$ cat src/rtl/dtmr_pkg.sv
package dtmr_pkg;

    // Register window byte offsets
    localparam int OFF_RELOAD = 'h00;
    localparam int OFF_COUNT  = 'h04;
    localparam int OFF_CTRL   = 'h08;
    localparam int TMR_STRIDE = 'h10;
    localparam int OFF_MASK   = 'h48;
    localparam int OFF_ACK    = 'h4C;
    localparam int OFF_STAT   = 'h54;

    // Control register layout
    localparam int CTRL_W        = 4;
    localparam int CTRL_PERIODIC = 3;

    localparam int NUM_TMR = 2;

endpackage

$ cat src/rtl/dtmr_tick.sv
module dtmr_tick #(
    parameter int RATIO_C4 = 8,
    parameter int RATIO_C5 = 4,
    parameter int RATIO_C6 = 2,
    parameter int RATIO_C7 = 1
) (
    input  logic       clk,
    input  logic       rst_n,
    input  logic       restart_i,
    input  logic       active_i,
    input  logic [2:0] rate_i,
    output logic       tick_o
);
    localparam int PRE_W = (RATIO_C4 > 1) ? $clog2(RATIO_C4) : 1;

    typedef struct packed {
        logic [PRE_W-1:0] pre;
    } tick_st_t;

    tick_st_t         st_d, st_q;
    logic [PRE_W-1:0] lim;
    logic             rate_ok;

    always_comb begin
        rate_ok = rate_i[2];
        case (rate_i[1:0])
            2'd0:    lim = PRE_W'(RATIO_C4 - 1);
            2'd1:    lim = PRE_W'(RATIO_C5 - 1);
            2'd2:    lim = PRE_W'(RATIO_C6 - 1);
            default: lim = PRE_W'(RATIO_C7 - 1);
        endcase
        tick_o = active_i && rate_ok && (st_q.pre == lim);
        st_d   = st_q;
        if (restart_i) begin
            st_d.pre = '0;
        end else if (active_i && rate_ok) begin
            st_d.pre = tick_o ? '0 : st_q.pre + 1'b1;
        end
    end

    always_ff @(posedge clk or negedge rst_n) begin
        if (!rst_n) st_q <= '0;
        else        st_q <= st_d;
    end

    // the prescaler never runs past the limit of the selected rate
    a_r4_pre_within_limit: assert property (@(posedge clk) disable iff (!rst_n)
        (active_i && rate_ok) |-> (st_q.pre <= lim));

endmodule

$ cat src/rtl/dtmr_chan.sv
module dtmr_chan
    import dtmr_pkg::*;
#(
    parameter int CNT_W    = 32,
    parameter int RATIO_C4 = 8,
    parameter int RATIO_C5 = 4,
    parameter int RATIO_C6 = 2,
    parameter int RATIO_C7 = 1
) (
    input  logic              clk,
    input  logic              rst_n,
    input  logic [CNT_W-1:0]  reload_i,
    input  logic              ctrl_wr_i,
    input  logic [CTRL_W-1:0] ctrl_i,
    output logic [CNT_W-1:0]  cnt_o,
    output logic [CTRL_W-1:0] ctrl_o,
    output logic              expire_o
);
    typedef struct packed {
        logic [CNT_W-1:0]  cnt;
        logic [CTRL_W-1:0] ctrl;
        logic              run;
    } chan_st_t;

    chan_st_t st_d, st_q;
    logic     tick;

    dtmr_tick #(
        .RATIO_C4 (RATIO_C4),
        .RATIO_C5 (RATIO_C5),
        .RATIO_C6 (RATIO_C6),
        .RATIO_C7 (RATIO_C7)
    ) tick_i (
        .clk       (clk),
        .rst_n     (rst_n),
        .restart_i (ctrl_wr_i),
        .active_i  (st_q.run),
        .rate_i    (st_q.ctrl[2:0]),
        .tick_o    (tick)
    );

    always_comb begin
        st_d     = st_q;
        expire_o = 1'b0;
        if (ctrl_wr_i) begin
            st_d.cnt  = reload_i;
            st_d.ctrl = ctrl_i;
            st_d.run  = ctrl_i[2];
        end else if (tick) begin
            if (st_q.cnt <= CNT_W'(1)) begin
                expire_o = 1'b1;
                if (st_q.ctrl[CTRL_PERIODIC]) begin
                    st_d.cnt = reload_i;
                end else begin
                    st_d.cnt = '0;
                    st_d.run = 1'b0;
                end
            end else begin
                st_d.cnt = st_q.cnt - 1'b1;
            end
        end
    end

    always_ff @(posedge clk or negedge rst_n) begin
        if (!rst_n) st_q <= '0;
        else        st_q <= st_d;
    end

    assign cnt_o  = st_q.cnt;
    assign ctrl_o = st_q.ctrl;

    // a control write loads the reload value
    a_r3_load_on_ctrl: assert property (@(posedge clk) disable iff (!rst_n)
        ctrl_wr_i |=> (st_q.cnt == $past(reload_i)));

    // without a tick or a control write the count holds
    a_r4_count_frozen: assert property (@(posedge clk) disable iff (!rst_n)
        (!ctrl_wr_i && !tick) |=> $stable(st_q.cnt));

    // periodic expiry reloads
    a_r5_periodic_reload: assert property (@(posedge clk) disable iff (!rst_n)
        (expire_o && st_q.ctrl[CTRL_PERIODIC]) |=> (st_q.cnt == $past(reload_i)));

    // one-shot expiry halts at zero
    a_r6_oneshot_halts: assert property (@(posedge clk) disable iff (!rst_n)
        (expire_o && !st_q.ctrl[CTRL_PERIODIC]) |=> (!st_q.run && st_q.cnt == '0));

endmodule

$ cat src/rtl/dtmr_irq.sv
module dtmr_irq #(
    parameter int N = 2
) (
    input  logic         clk,
    input  logic         rst_n,
    input  logic [N-1:0] expire_i,
    input  logic         ack_wr_i,
    input  logic [N-1:0] ack_bits_i,
    input  logic         mask_wr_i,
    input  logic [N-1:0] mask_bits_i,
    output logic [N-1:0] mask_o,
    output logic [N-1:0] masked_o,
    output logic         irq_o
);
    typedef struct packed {
        logic [N-1:0] raw;
        logic [N-1:0] mask;
    } irq_st_t;

    irq_st_t      st_d, st_q;
    logic [N-1:0] clr;

    always_comb begin
        st_d      = st_q;
        clr       = ack_wr_i ? ack_bits_i : '0;
        st_d.raw  = (st_q.raw & ~clr) | expire_i;
        if (mask_wr_i) st_d.mask = mask_bits_i;
    end

    always_ff @(posedge clk or negedge rst_n) begin
        if (!rst_n) st_q <= '0;
        else        st_q <= st_d;
    end

    assign mask_o   = st_q.mask;
    assign masked_o = st_q.raw & st_q.mask;
    assign irq_o    = |masked_o;

    for (genvar i = 0; i < N; i++) begin : g_bit
        // expiry beats a same-cycle acknowledge
        a_r8_expiry_wins: assert property (@(posedge clk) disable iff (!rst_n)
            expire_i[i] |=> st_q.raw[i]);
        // acknowledge clears the bit
        a_r8_ack_clears: assert property (@(posedge clk) disable iff (!rst_n)
            (ack_wr_i && ack_bits_i[i] && !expire_i[i]) |=> !st_q.raw[i]);
        // a raw bit is sticky until acknowledged
        a_r7_raw_sticky: assert property (@(posedge clk) disable iff (!rst_n)
            (st_q.raw[i] && !(ack_wr_i && ack_bits_i[i])) |=> st_q.raw[i]);
    end

    // a closed mask keeps the line low
    a_r9_quiet_when_masked: assert property (@(posedge clk) disable iff (!rst_n)
        (st_q.mask == '0) |-> !irq_o);

endmodule

$ cat src/rtl/dual_tmr_irq.sv
module dual_tmr_irq
    import dtmr_pkg::*;
#(
    parameter int ADDR_W   = 8,
    parameter int CNT_W    = 32,
    parameter int RATIO_C4 = 8,
    parameter int RATIO_C5 = 4,
    parameter int RATIO_C6 = 2,
    parameter int RATIO_C7 = 1
) (
    input  logic              clk,
    input  logic              rst_n,
    input  logic              bus_wr,
    input  logic [ADDR_W-1:0] bus_addr,
    input  logic [31:0]       bus_wdata,
    output logic [31:0]       bus_rdata,
    output logic              irq_o
);
    typedef struct packed {
        logic [NUM_TMR-1:0][CNT_W-1:0] reload;
    } top_st_t;

    top_st_t            st_d, st_q;
    logic [NUM_TMR-1:0] sel_reload, sel_ctrl, expire;
    logic [CNT_W-1:0]   cnt_w  [NUM_TMR];
    logic [CTRL_W-1:0]  ctrl_w [NUM_TMR];
    logic [NUM_TMR-1:0] mask_w, masked_w;
    logic               sel_mask, sel_ack;

    for (genvar i = 0; i < NUM_TMR; i++) begin : g_tmr
        assign sel_reload[i] = bus_wr && (bus_addr == ADDR_W'(OFF_RELOAD + i * TMR_STRIDE));
        assign sel_ctrl[i]   = bus_wr && (bus_addr == ADDR_W'(OFF_CTRL + i * TMR_STRIDE));

        dtmr_chan #(
            .CNT_W    (CNT_W),
            .RATIO_C4 (RATIO_C4),
            .RATIO_C5 (RATIO_C5),
            .RATIO_C6 (RATIO_C6),
            .RATIO_C7 (RATIO_C7)
        ) chan_i (
            .clk       (clk),
            .rst_n     (rst_n),
            .reload_i  (st_q.reload[i]),
            .ctrl_wr_i (sel_ctrl[i]),
            .ctrl_i    (bus_wdata[CTRL_W-1:0]),
            .cnt_o     (cnt_w[i]),
            .ctrl_o    (ctrl_w[i]),
            .expire_o  (expire[i])
        );
    end

    assign sel_mask = bus_wr && (bus_addr == ADDR_W'(OFF_MASK));
    assign sel_ack  = bus_wr && (bus_addr == ADDR_W'(OFF_ACK));

    dtmr_irq #(
        .N (NUM_TMR)
    ) irq_i (
        .clk         (clk),
        .rst_n       (rst_n),
        .expire_i    (expire),
        .ack_wr_i    (sel_ack),
        .ack_bits_i  (bus_wdata[NUM_TMR-1:0]),
        .mask_wr_i   (sel_mask),
        .mask_bits_i (bus_wdata[NUM_TMR-1:0]),
        .mask_o      (mask_w),
        .masked_o    (masked_w),
        .irq_o       (irq_o)
    );

    always_comb begin
        st_d = st_q;
        for (int i = 0; i < NUM_TMR; i++) begin
            if (sel_reload[i]) st_d.reload[i] = bus_wdata[CNT_W-1:0];
        end
    end

    always_ff @(posedge clk or negedge rst_n) begin
        if (!rst_n) st_q <= '0;
        else        st_q <= st_d;
    end

    always_comb begin
        bus_rdata = '0;
        for (int i = 0; i < NUM_TMR; i++) begin
            if (bus_addr == ADDR_W'(OFF_RELOAD + i * TMR_STRIDE)) bus_rdata = 32'(st_q.reload[i]);
            if (bus_addr == ADDR_W'(OFF_COUNT + i * TMR_STRIDE))  bus_rdata = 32'(cnt_w[i]);
            if (bus_addr == ADDR_W'(OFF_CTRL + i * TMR_STRIDE))   bus_rdata = 32'(ctrl_w[i]);
        end
        if (bus_addr == ADDR_W'(OFF_MASK)) bus_rdata = 32'(mask_w);
        if (bus_addr == ADDR_W'(OFF_STAT)) bus_rdata = 32'(masked_w);
    end

    // a reload write is visible on the next cycle
    a_r2_reload_written: assert property (@(posedge clk) disable iff (!rst_n)
        sel_reload[0] |=> (st_q.reload[0] == $past(bus_wdata[CNT_W-1:0])));

endmodule

$ cat config.mk
export PLATFORM = sky130hd
export DESIGN_NAME = dual_tmr_irq
export DESIGN_NICKNAME = d
export VERILOG_FILES = /design/src/rtl/dtmr_pkg.sv /design/src/rtl/dtmr_tick.sv /design/src/rtl/dtmr_chan.sv /design/src/rtl/dtmr_irq.sv /design/src/rtl/dual_tmr_irq.sv
export SDC_FILE = /design/constraint.sdc
export NUM_CORES = 1
export LEC_CHECK = 0
export ABC_AREA = 1
export ABC_CLOCK_PERIOD_IN_PS = 3200
export BUFFER_PORTS_ARGS = -buffer_cell sky130_fd_sc_hd__clkbuf_2
export CORE_MARGIN = 3
export CORE_UTILIZATION = 40
export CTS_CLUSTER_DIAMETER = 80
export DETAILED_ROUTE_END_ITERATION = 12
export GPL_ROUTABILITY_DRIVEN = 0
export PLACE_DENSITY = 0.59
export SLEW_MARGIN = 20
export SYNTH_ARGS = -nofsm -noshare
export SYNTH_HDL_FRONTEND = slang
export SYNTH_SLANG_ARGS = --single-unit
$ cat constraint.sdc
create_clock -name clk -period 3.2 [get_ports clk]
set_input_delay 0.16 -clock clk [delete_from_list [all_inputs] [get_ports clk]]
set_output_delay 0.16 -clock clk [all_outputs]
set_load 0.02 [all_outputs]
==> flow_metrics.tcl, run 1 <==
set metrics [dict create \
    vias 9565 \
    synthCells 1431 \
    antenna_found_initial 0 \
    syn_area_per_cell_um2 6.764 \
    crit_top_cell "inv_1" \
    rsz0062_at_grt "false" \
    grt_pass1_wl_mm 50.56 \
    leakagePower_nw 5.618 \
    drc 0 \
    drt-initial-drc-count 935 \
    num_rows 56 \
    ys_seq_area_share_pct 38.26 \
    min-delay-start "bus_wdata[27]" \
    crit_required_ps 3510 \
    htreeDepth 4 \
    reg2reg_to "g_tmr[1].chan_i.cnt_o[7]" \
    fin_area_um2 10990 \
    hold_buffers 16 \
    finalWirelength_mm 31.57 \
    synth_edf_count 0 \
    worst_clock_skew_ps 11.43 \
    io_buffer_count 75 \
    finalCritPeriodShare_pct 74.26 \
    cts_setup_buffers 0 \
    cts_buffers 17 \
    place_area_um2 10260 \
    overflow 0 \
    setup_tns_ps 0 \
    min_path_type "primary input to flop" \
    critical_path_arrival_ps 2680 \
    clk_latency_ps 430 \
    wl_per_cell_um 17.21 \
    die_h_um 161.6 \
    antenna_cells 0 \
    cts-root-buf "clkbuf_16" \
    period_needed_ps 2376 \
    first_global_vias 9318 \
    syn-num-nets 1480 \
    pwr_density_cell_nw_per_um2 426.5 \
    coreArea_um2 23610 \
    ys_ff_latch 148 \
    setup_viol 0 \
    ios 76 \
    cp_max_fo 17 \
    status "complete, no violations" \
    cp_slowest_cell "o21ai_4" \
    synth-warning-count 0 \
    pre_cts_ws_ps 876.9 \
    reg2reg_slack_ps 820 \
    critPathLaunch "g_tmr[1].chan_i.cnt_o[0]" \
    synth_area_leaders "dfrtp_1, nand2_1, nor2_1" \
    whs_path_depth 3 \
    endpoint_kind "flop" \
    setup_slack_ps 823.6 \
    layout-drive-gt1-share_pct 11.22 \
    dieArea_um2 26100 \
    fin_util_pct 46.53 \
    synth_top_area_share_pct 38.26 \
    ff2ff_path_depth 9 \
    synth_ff_type "dfrtp_1" \
    cts.sinks 148 \
    cap_violations 0 \
    syn-cell-area_um2 9679 \
    cts_resized 0 \
    synthMostInstantiatedCell "nand2_1" \
    crit_type "flop to flop" \
    total_power_mw 4.687 \
    ir_drop_mv 0.2329 \
    ys_top_cells_by_count "nand2_1, nor2_1, inv_1" \
    r2r_start "g_tmr[1].chan_i.cnt_o[0]" \
    die_x_um 161.6 \
    critPathLaunchType "flop" \
    grtUsageTotal_pct 24.71 \
    clockBufferDepth 2 \
    area_delta_synth_final_pct 13.52 \
    ant_nets 0 \
    final_net_count 1551 \
    tightestPinTransition_ps 723.7 \
    ys_types 48 \
    start_util_pct 40.99 \
    grt_max_degree 73 \
    path_cells "inv_1, ha_1, inv_1, a21oi_1, nand3_1, o21ai_4, nand2_2, o211ai_1, nand2_1" \
    hold_viol 0 \
    slew_headroom_pct 51.75 \
    critPathMaxStageDelay_ps 470 \
    synth_async_sr_flop_share_pct 100.0 \
    drv_slew 0 \
    vias_per_cell 5.215 \
    yosysTopAreaCell "dfrtp_1" \
    cts_tree "yes" \
    path_clk_slew_ps 60 \
    timing.fmax_ghz 0.4208 \
    dpl.hpwl_mm 23.92 \
    min_to "st_q[27]" \
    dr.pass1.iters 6 \
]
-- cell usage in the layout, fill, tap and decap left out, drive strengths merged --
cell | synthesis | routed
o211ai | 8 | 8
buf | 40 | 14
xnor2 | 4 | 4
nor2 | 215 | 215
o31ai | 3 | 3
dfrtp | 148 | 148
o2111ai | 2 | 2
clkbuf | 12 | 94
bufinv | 0 | 2
a221oi | 18 | 18
nand3 | 128 | 128
dlygate4sd3 | 0 | 16
o221ai | 4 | 4
a31oi | 4 | 4
o22ai | 4 | 4
o21ai | 142 | 142
o21a | 1 | 1
clkinv | 1 | 7
nor4b | 1 | 1
a21oi | 23 | 23
nand3b | 3 | 3
nor4 | 1 | 1
nand2 | 435 | 435
and2 | 1 | 1
xor2 | 18 | 18
or2 | 1 | 1
a22o | 1 | 1
ha | 6 | 6
nor3 | 12 | 12
o21bai | 1 | 1
nand4 | 12 | 12
inv | 181 | 182
clkinvlp | 0 | 3
and3 | 1 | 1
-- worst max-delay path, delay by kind of cell (launching register included) --
kind / cells / cell delay [ps]
flops: 1 / 420
compound gates: 3 / 830
fa+ha+maj: 1 / 240
buf+inv: 2 / 190
simple gates: 3 / 600
-- final cells by class --
| cell class | instances | area [um2] |
|---|---|---|
| clock buffer | 20 | 436.7 |
| clock inverter | 12 | 132.6 |
| fill | 2502 | 12620 |
| inverter | 182 | 690.7 |
| multi-input combinational | 1049 | 4974 |
| sequential | 148 | 3704 |
| tap | 319 | 399.1 |
| timing repair buffer | 104 | 651.9 |
-- cell families after synthesis --
| group | synth area share [%] |
|---|---|
| compound gates | 12.51 |
| xor+xnor | 1.991 |
| fa+ha+maj | 0.7756 |
| buf+inv | 10.41 |
| flops | 38.26 |
| simple gates | 36.05 |
-- metrics by stage --
step / cells / hold slack [ps]
finish: 1834 / 22.03
global route: 1834 / 12.81
CTS: 1834 / 6.769
detailed placement: 1786 / 251.8
global placement: 1786 / 250.5
floorplan: 1431 / -135.6
-- layer usage --
layer | global-route usage (%) | wire (um) | up-vias
li1 | - | - | 4709
met4 | 8.917 | 937 | 0
met2 | 38.83 | 14190 | 337
met1 | 34.78 | 14450 | 4469
met5 | 0 | 0 | -
met3 | 3.616 | 1999 | 50
-- report_power, final --
part	switching, mW	internal (mW)
Clock	0.840	1.15
Combinational	0.403	0.204
Sequential	0.118	1.97
Total	1.36	3.33
-- sequential cells by signal (all words and copies together), names as in the netlist --
register	flops
g_tmr.chan_i.cnt_o	64
st_q	64
g_tmr.chan_i.ctrl_o	8
g_tmr.chan_i.tick_i.st_q	6
g_tmr.chan_i.st_q	2
irq_i.mask_o	2
irq_i.st_q	2
-- worst max path at each step --
| stage | depth (start not counted) | slack [ps] | end |
|---|---|---|---|
| floorplan | 10 | 1430 | g_tmr[1].chan_i.cnt_o[8] |
| global placement | 10 | 890 | bus_rdata[21] |
| detailed placement | 9 | 880 | g_tmr[1].chan_i.cnt_o[7] |
| CTS | 9 | 870 | g_tmr[1].chan_i.cnt_o[15] |
| global route | 9 | 610 | g_tmr[1].chan_i.cnt_o[9] |
| finish | 9 | 820 | g_tmr[1].chan_i.cnt_o[7] |
Note: power is estimated with default switching activity, not from simulation.
==> inputs of run 2 (changes only) <==
--- a/config.mk
+++ b/config.mk
@@ -5,15 +5,15 @@
 export SDC_FILE = /design/constraint.sdc
 export NUM_CORES = 1
 export LEC_CHECK = 0
-export ABC_AREA = 1
-export ABC_CLOCK_PERIOD_IN_PS = 3200
+export ABC_AREA = 0
+export ABC_CLOCK_PERIOD_IN_PS = 2000
 export BUFFER_PORTS_ARGS = -buffer_cell sky130_fd_sc_hd__clkbuf_2
 export CORE_MARGIN = 3
 export CORE_UTILIZATION = 40
 export CTS_CLUSTER_DIAMETER = 80
 export DETAILED_ROUTE_END_ITERATION = 12
 export GPL_ROUTABILITY_DRIVEN = 0
-export PLACE_DENSITY = 0.59
+export PLACE_DENSITY = 0.62
 export SLEW_MARGIN = 20
 export SYNTH_ARGS = -nofsm -noshare
 export SYNTH_HDL_FRONTEND = slang
==> constraint.sdc (replaced) <==
create_clock -name clk -period 2 [get_ports clk]
set_input_delay 0.1 -clock clk [delete_from_list [all_inputs] [get_ports clk]]
set_output_delay 0.1 -clock clk [all_outputs]
set_load 0.02 [all_outputs]
==> run 2 against run 1 <==
Net effect: the run now ends with negative setup slack left; non-clock buffer count is 238 higher; via count is 8.3% lower; cell area is 14% higher; worst hold slack better by 2.9 ps; area after synthesis is 14% lower; final cell count is 21% lower; sequential power is 56% higher; routed wire length hardly changed; setup slack worse by 1200 ps; clock power is 75% higher; clock skew is 3.4 ps lower.
==> flow_metrics.tcl, run 2 <==
set metrics [dict create \
    vias_per_cell 6.057 \
    period_needed_ps 2411 \
    synthMostInstantiatedCell "nand2_1" \
    grt_pass1_wl_mm 48.57 \
    cts-root-buf "clkbuf_16" \
    cts.sinks 148 \
    ff2ff_path_depth 8 \
    area_delta_synth_final_pct 51.75 \
    dpl.hpwl_mm 21.96 \
    fin_util_pct 61.92 \
    synth_async_sr_flop_share_pct 100.0 \
    rsz0062_at_grt "true" \
    ys_top_cells_by_count "nand2_1, dfrtp_1, mux2_2" \
    wl_per_cell_um 21.82 \
    grtUsageTotal_pct 28.13 \
    slew_headroom_pct 62.66 \
    path_cells "xnor2_2, or4b_4, a2111o_1, o31ai_4, buf_4, clkbuf_16, nand2_1, o311ai_1" \
    first_global_vias 8794 \
    pwr_density_cell_nw_per_um2 602.1 \
    setup_slack_ps -411.3 \
    critPathLaunchType "flop" \
    ios 76 \
    io_buffer_count 75 \
    synth_area_leaders "dfrtp_1, mux2_2, nand2_1" \
    min-delay-start "bus_wdata[2]" \
    htreeDepth 4 \
    final_common_cell "buf_4" \
    reg2reg_slack_ps -410 \
    tightestPinTransition_ps 560.0 \
    crit_type "flop to flop" \
    whs_path_depth 3 \
    cts_buffers 17 \
    finalWirelength_mm 31.59 \
    synth_edf_count 0 \
    antenna_found_initial 0 \
    num_rows 52 \
    reg2reg_to "g_tmr[1].chan_i.cnt_o[14]" \
    overflow 0 \
    place_area_um2 10640 \
    clockBufferDepth 2 \
    grt_max_degree 56 \
    final_cell_mix "buf_4, dfrtp_1, nand2_1, clkbuf_2, mux2_2" \
    ys_types 70 \
    synth-warning-count 0 \
    start_util_pct 40.80 \
    endpoint_kind "flop" \
    synthCells 847 \
    cap_violations 0 \
    r2r_start "g_tmr[1].chan_i.ctrl_o[0]" \
    worst_clock_skew_ps 8.063 \
    drt-initial-drc-count 908 \
    cts_tree "yes" \
    cp_max_fo 9 \
    die_x_um 149.9 \
    ant_nets 0 \
    synth_top_area_share_pct 44.71 \
    cp_slowest_cell "or4b_4" \
    vias 8770 \
    fin_area_um2 12570 \
    final_net_count 1214 \
    synth_ff_type "dfrtp_1" \
    hold_viol 0 \
    violations "negative setup slack" \
    path_clk_slew_ps 60 \
    dr.pass1.iters 9 \
    setup_viol 67 \
    syn_area_per_cell_um2 9.779 \
    ys_seq_area_share_pct 44.71 \
    ir_drop_mv 0.5720 \
    setup_tns_ps -20150 \
    layout-drive-gt1-share_pct 45.76 \
    status "finished, violations left" \
    finalCritPeriodShare_pct 120.6 \
    yosysTopAreaCell "dfrtp_1" \
    total_power_mw 7.569 \
    min_to "g_tmr[0].chan_i.ctrl_o[2]" \
    timing.fmax_ghz 0.4147 \
    pre_cts_ws_ps -346.3 \
    coreArea_um2 20300 \
    ys_ff_latch 148 \
    critPathMaxStageDelay_ps 530 \
    dieArea_um2 22470 \
    drv_slew 0 \
    crit_required_ps 2320 \
    min_path_type "primary input to flop" \
    die_h_um 149.9 \
    leakagePower_nw 6.026 \
    antenna_cells 0 \
    syn-cell-area_um2 8283 \
    critical_path_arrival_ps 2730 \
    drc 0 \
    syn-num-nets 896 \
    clk_latency_ps 430 \
]
[run 2: logic make-up after synthesis]
family,synth area share (%)
and+or+nand+nor,21.37
AOI/OAI and AO/OA,19.80
DFF,44.71
muxes,9.486
buffers and inverters,2.870
xor gates and xnor gates,0.8460
adders and majority gates,0.9063
[run 2: worst max-delay path by stage]
stage                                      endpoint                 startpoint
after CTS                 g_tmr[1].chan_i.cnt_o[29]  g_tmr[1].chan_i.ctrl_o[0]
after detailed placement   g_tmr[1].chan_i.cnt_o[9]  g_tmr[1].chan_i.ctrl_o[0]
after global routing      g_tmr[1].chan_i.cnt_o[29]  g_tmr[1].chan_i.ctrl_o[0]
final                     g_tmr[1].chan_i.cnt_o[14]  g_tmr[1].chan_i.ctrl_o[0]
after floorplan           g_tmr[0].chan_i.cnt_o[25]  g_tmr[0].chan_i.cnt_o[18]
after global placement    g_tmr[0].chan_i.cnt_o[25]  g_tmr[0].chan_i.cnt_o[18]
[run 2: worst max-delay path: cells and delay by family, from the launching register on]
kind,cells,cell delay [ps]
AO/OA/AOI/OAI,3,760
XOR/XNOR,1,140
buffers and inverters,2,380
flip-flops,1,440
AND/OR/NAND/NOR,2,580
[run 2: repair_timing]
item / CTS / global route
hold buffers: 30 / 0
gates resized for setup: 104 / 60
endpoints found under the setup margin: 68 / 78
gates cloned: 4 / 1
endpoints found under the hold margin: 205 / 0
pin swaps: 50 / 25
buffers inserted: 24 / 15
[run 2: layout make-up]
type / instances / area, um2
Timing Repair Buffer: 342 / 2815
Multi-Input combinational cell: 646 / 5032
Clock buffer: 21 / 460.4
Fill cell: 1656 / 7730
Inverter: 10 / 40.04
Tap cell: 270 / 337.8
Sequential cell: 148 / 3709
Clock inverter: 11 / 175.2
[run 2: report_power, final]
part | internal (mW) | total [mW] | switching (mW)
clock | 2.16 | 3.49 | 1.33
sequential | 3.12 | 3.25 | 0.133
combinational | 0.405 | 0.825 | 0.421
total | 5.69 | 7.57 | 1.88
[run 2: routing by layer]
layer  share of wire [%]  global-route usage [%]  vias to the layer above
li1                    -                       -                     3892
met1                  42                   38.45                     4373
met2                  47                   45.15                      438
met3                 7.4                   5.088                       67
met4                 3.2                   9.698                        0
met5                   0                       0                        -
[run 2: per-stage QoR]
stage | hold slack (ps) | std cells
finish | 24.88 | 1448
global route | 18.79 | 1448
CTS | 4.312 | 1436
detailed placement | -24.31 | 1347
global placement | -23.97 | 1347
floorplan | -195.6 | 847
==> inputs of run 3 (changes only) <==
--- a/config.mk
+++ b/config.mk
@@ -13,8 +13,9 @@
 export CTS_CLUSTER_DIAMETER = 80
 export DETAILED_ROUTE_END_ITERATION = 12
 export GPL_ROUTABILITY_DRIVEN = 0
-export PLACE_DENSITY = 0.62
+export PLACE_DENSITY = 0.61
 export SLEW_MARGIN = 20
 export SYNTH_ARGS = -nofsm -noshare
 export SYNTH_HDL_FRONTEND = slang
+export SYNTH_HIERARCHICAL = 1
 export SYNTH_SLANG_ARGS = --single-unit
==> run 3 against run 2 <==
Net effect: the run still ends with negative setup slack left; sequential cell count unchanged; area after synthesis up 15%; sequential share of layout area down 2.4 points; critical path depth up 4; utilization down 2.5 points; clock skew down 0.63 ps; routed wire length up 10%; critical endpoint is now g_tmr[0].chan_i/cnt_o[14]; largest cell class unchanged.
==> flow_metrics.tcl, run 3 <==
set metrics [dict create \
    critPathLaunchType "flop" \
    r2r_start "g_tmr[0].chan_i/tick_i/st_q[1]" \
    min_path_type "primary input to flop" \
    path_cells "or3b_1, o22a_1, a21oi_2, buf_4, clkinv_4, or4_4, or3_4, o21ai_4, buf_4, buf_12, a32oi_1, o41ai_2" \
    final_common_cell "buf_4" \
    synthMostInstantiatedCell "dfrtp_1" \
    status "finished, violations left" \
    syn_area_per_cell_um2 9.318 \
    reg2reg_slack_ps -810 \
    area_delta_synth_final_pct 43.95 \
    setup_viol 72 \
    crit_required_ps 2320 \
    syn-cell-area_um2 9485 \
    seq_area_um2 3706 \
    clk_latency_ps 430 \
    dpl.hpwl_mm 24.44 \
    ys_top_cells_by_count "dfrtp_1, nand2_1, buf_4" \
    pwr_density_cell_nw_per_um2 600.0 \
    die_x_um 160.0 \
    grt_use_met2_pct 41.52 \
    top_usage_layer "met2" \
    period_needed_ps 2809 \
    min-delay-start "bus_wdata[2]" \
    synth_async_sr_flop_share_pct 100.0 \
    ir_drop_mv 0.4968 \
    ys_types 84 \
    wl_per_cell_um 21.76 \
    syn-num-nets 1067 \
    ios 76 \
    violations "negative setup slack" \
    slew_headroom_pct 64.47 \
    p_sw_mw 2.305 \
    p_seq_share_pct 40.7 \
    timing.fmax_ghz 0.3560 \
    ys_ff_latch 148 \
    final_cell_mix "buf_4, dfrtp_1, mux2_2, nand2_1, clkbuf_2" \
    cts.sinks 148 \
    rsz0062_at_grt "true" \
    grtUsageTotal_pct 26.32 \
    p_clk_share_pct 41.4 \
    worst_clock_skew_ps 7.437 \
    layout-drive-gt1-share_pct 47.79 \
    vias_per_cell 6.038 \
    antenna_cells 0 \
    hold_ws_ps 45.90 \
    ant_nets 0 \
    p_int_mw 5.887 \
    dp.cells 1494 \
    leakagePower_nw 6.044 \
    synth_edf_count 0 \
    setup_slack_ps -809.2 \
    synth-warning-count 6 \
    crit_top_cell "buf_4" \
    synth_top_area_share_pct 39.04 \
    ys_seq_area_share_pct 39.04 \
    final_net_count 1325 \
    drv_slew 0 \
    grt.met1_usage_pct 35.62 \
    synth_ff_type "dfrtp_1" \
    cp_max_fo 16 \
    dr.pass1.iters 6 \
    switching_share_pct 28.14 \
    critical_path_arrival_ps 3130 \
    hold_viol 0 \
    whs_path_depth 3 \
    overflow 0 \
    ff2ff_path_depth 12 \
    endpoint_kind "flop" \
    drc 0 \
    grt_max_degree 48 \
    tightestPinTransition_ps 531.8 \
    cts_tree "yes" \
    clockBufferDepth 2 \
    start_util_pct 41.27 \
    num_rows 55 \
    crit_type "flop to flop" \
    finalWirelength_mm 34.86 \
    grt_pass1_wl_mm 53.09 \
    final_cells 1602 \
    multi_input_area_um2 5802 \
    drt-initial-drc-count 933 \
    synthCells 1018 \
    path_clk_slew_ps 70 \
    cts_buffers 17 \
    yosysTopAreaCell "dfrtp_1" \
    grt.met3_usage_pct 4.643 \
    vias 9673 \
    cts-root-buf "clkbuf_16" \
    die_h_um 160.0 \
    antenna_found_initial 0 \
    io_buffer_count 75 \
    dieArea_um2 25600 \
    finalCritPeriodShare_pct 140.5 \
    cp_slowest_cell "or4_4" \
    reg2reg_to "g_tmr[0].chan_i/cnt_o[14]" \
    min_to "g_tmr[1].chan_i/st_q[0]" \
    htreeDepth 4 \
    p_comb_share_pct 17.9 \
    critPathMaxStageDelay_ps 480 \
    first_global_vias 9483 \
    coreArea_um2 22980 \
    nFillCells 1955 \
    cap_violations 0 \
    synth_area_leaders "dfrtp_1, mux2_2, buf_4" \
]
run 3: changes by cell type after synthesis, sizes merged, moves of 6 or more:
| cell | before | now |
|---|---|---|
| buf | 13 | 93 |
| nand2 | 155 | 95 |
| o21ai | 39 | 73 |
| a222oi | 18 | 0 |
| nor3 | 21 | 38 |
| a21oi | 25 | 41 |
| a22oi | 15 | 30 |
| mux2 | 60 | 72 |
| clkbuf | 30 | 39 |
| inv | 10 | 19 |
| mux2i | 11 | 4 |
| nand4 | 9 | 15 |
| nor4 | 16 | 22 |
run 3: power groups by stage:
stage | registers [mW] | clock network, mW | logic [mW]
2_1_floorplan | 3.38 | 0 | 0.678
3_3_place_gp | 3.36 | 0 | 1.25
3_5_place_dp | 3.37 | 0 | 1.27
4_1_cts | 3.32 | 3.44 | 1.41
5_1_grt | 3.35 | 3.55 | 1.58
6_report | 3.34 | 3.39 | 1.47
run 3: cells by family (layout without fill, tap and decap cells):
logic type,Yosys count,in the layout,synth area share (%)
buf+inv,152,422,9.550
mux,76,76,8.970
compound gates,277,277,20.37
fa+ha+maj,6,6,0.7914
simple gates,349,350,20.35
flops,148,148,39.04
xor+xnor,10,10,0.9234
run 3: layer usage:
layer	routed length [um]	vias to the layer above	part of all wire, %
li1	-	4321	-
met1	14610	4782	42
met2	16060	473	46
met3	2763	97	7.9
met4	1433	0	4.1
met5	0	-	0
run 3: worst max path at each step:
stage	start	to	slack, ps	cells past startpoint
after global routing	g_tmr[0].chan_i/tick_i/st_q[1]	g_tmr[0].chan_i/cnt_o[17]	-930	12
after CTS	g_tmr[0].chan_i/tick_i/st_q[1]	g_tmr[0].chan_i/cnt_o[14]	-830	12
after floorplan	g_tmr[0].chan_i/tick_i/st_q[1]	g_tmr[0].chan_i/cnt_o[18]	-740	11
after detailed placement	g_tmr[0].chan_i/ctrl_o[1]	g_tmr[0].chan_i/cnt_o[14]	-840	11
after global placement	g_tmr[0].chan_i/tick_i/st_q[1]	g_tmr[0].chan_i/cnt_o[18]	-770	11
final	g_tmr[0].chan_i/tick_i/st_q[1]	g_tmr[0].chan_i/cnt_o[14]	-810	12
run 3: area by class of cell:
cell class,instances,share of cell area (%)
clock buffers,19,3.244
clock inverters,13,1.274
repair buffers,370,22.33
flip-flops and latches,148,27.14
well taps,313,2.868
multi-input cells,719,42.49
inverters,20,0.6506
run 3: critical path, delay by kind of cell (launching register included):
kind | cells | cell delay (ps)
simple gates | 3 | 1220
compound gates | 5 | 630
buf+inv | 4 | 490
flops | 1 | 370
run 3: timing repair:
| item | 4_1_cts | 5_1_grt |
|---|---|---|
| pin swaps | 47 | 42 |
| resized for setup | 137 | 73 |
| hold buffers | 29 | 0 |
| setup buffers | 29 | 19 |
| cloned | 4 | 3 |
| endpoints found under the setup margin | 83 | 87 |
| endpoints found under the hold margin | 100 | 0 |
run 3: through the flow:
step / setup TNS (ps) / setup WS (ps) / power (mW) / cell area (um2) / util (%)
after detailed placement: -38170 / -836.9 / 4.634 / 11430 / 49.72
after floorplan: -29890 / -739.8 / 4.055 / 9693 / -
final: -37490 / -809.2 / 8.192 / 13650 / 59.41
after CTS: -35130 / -827.7 / 8.167 / 13250 / 57.64
after global placement: -36860 / -774.5 / 4.615 / 11430 / 49.72
after global routing: -43910 / -925.6 / 8.490 / 13650 / 59.41
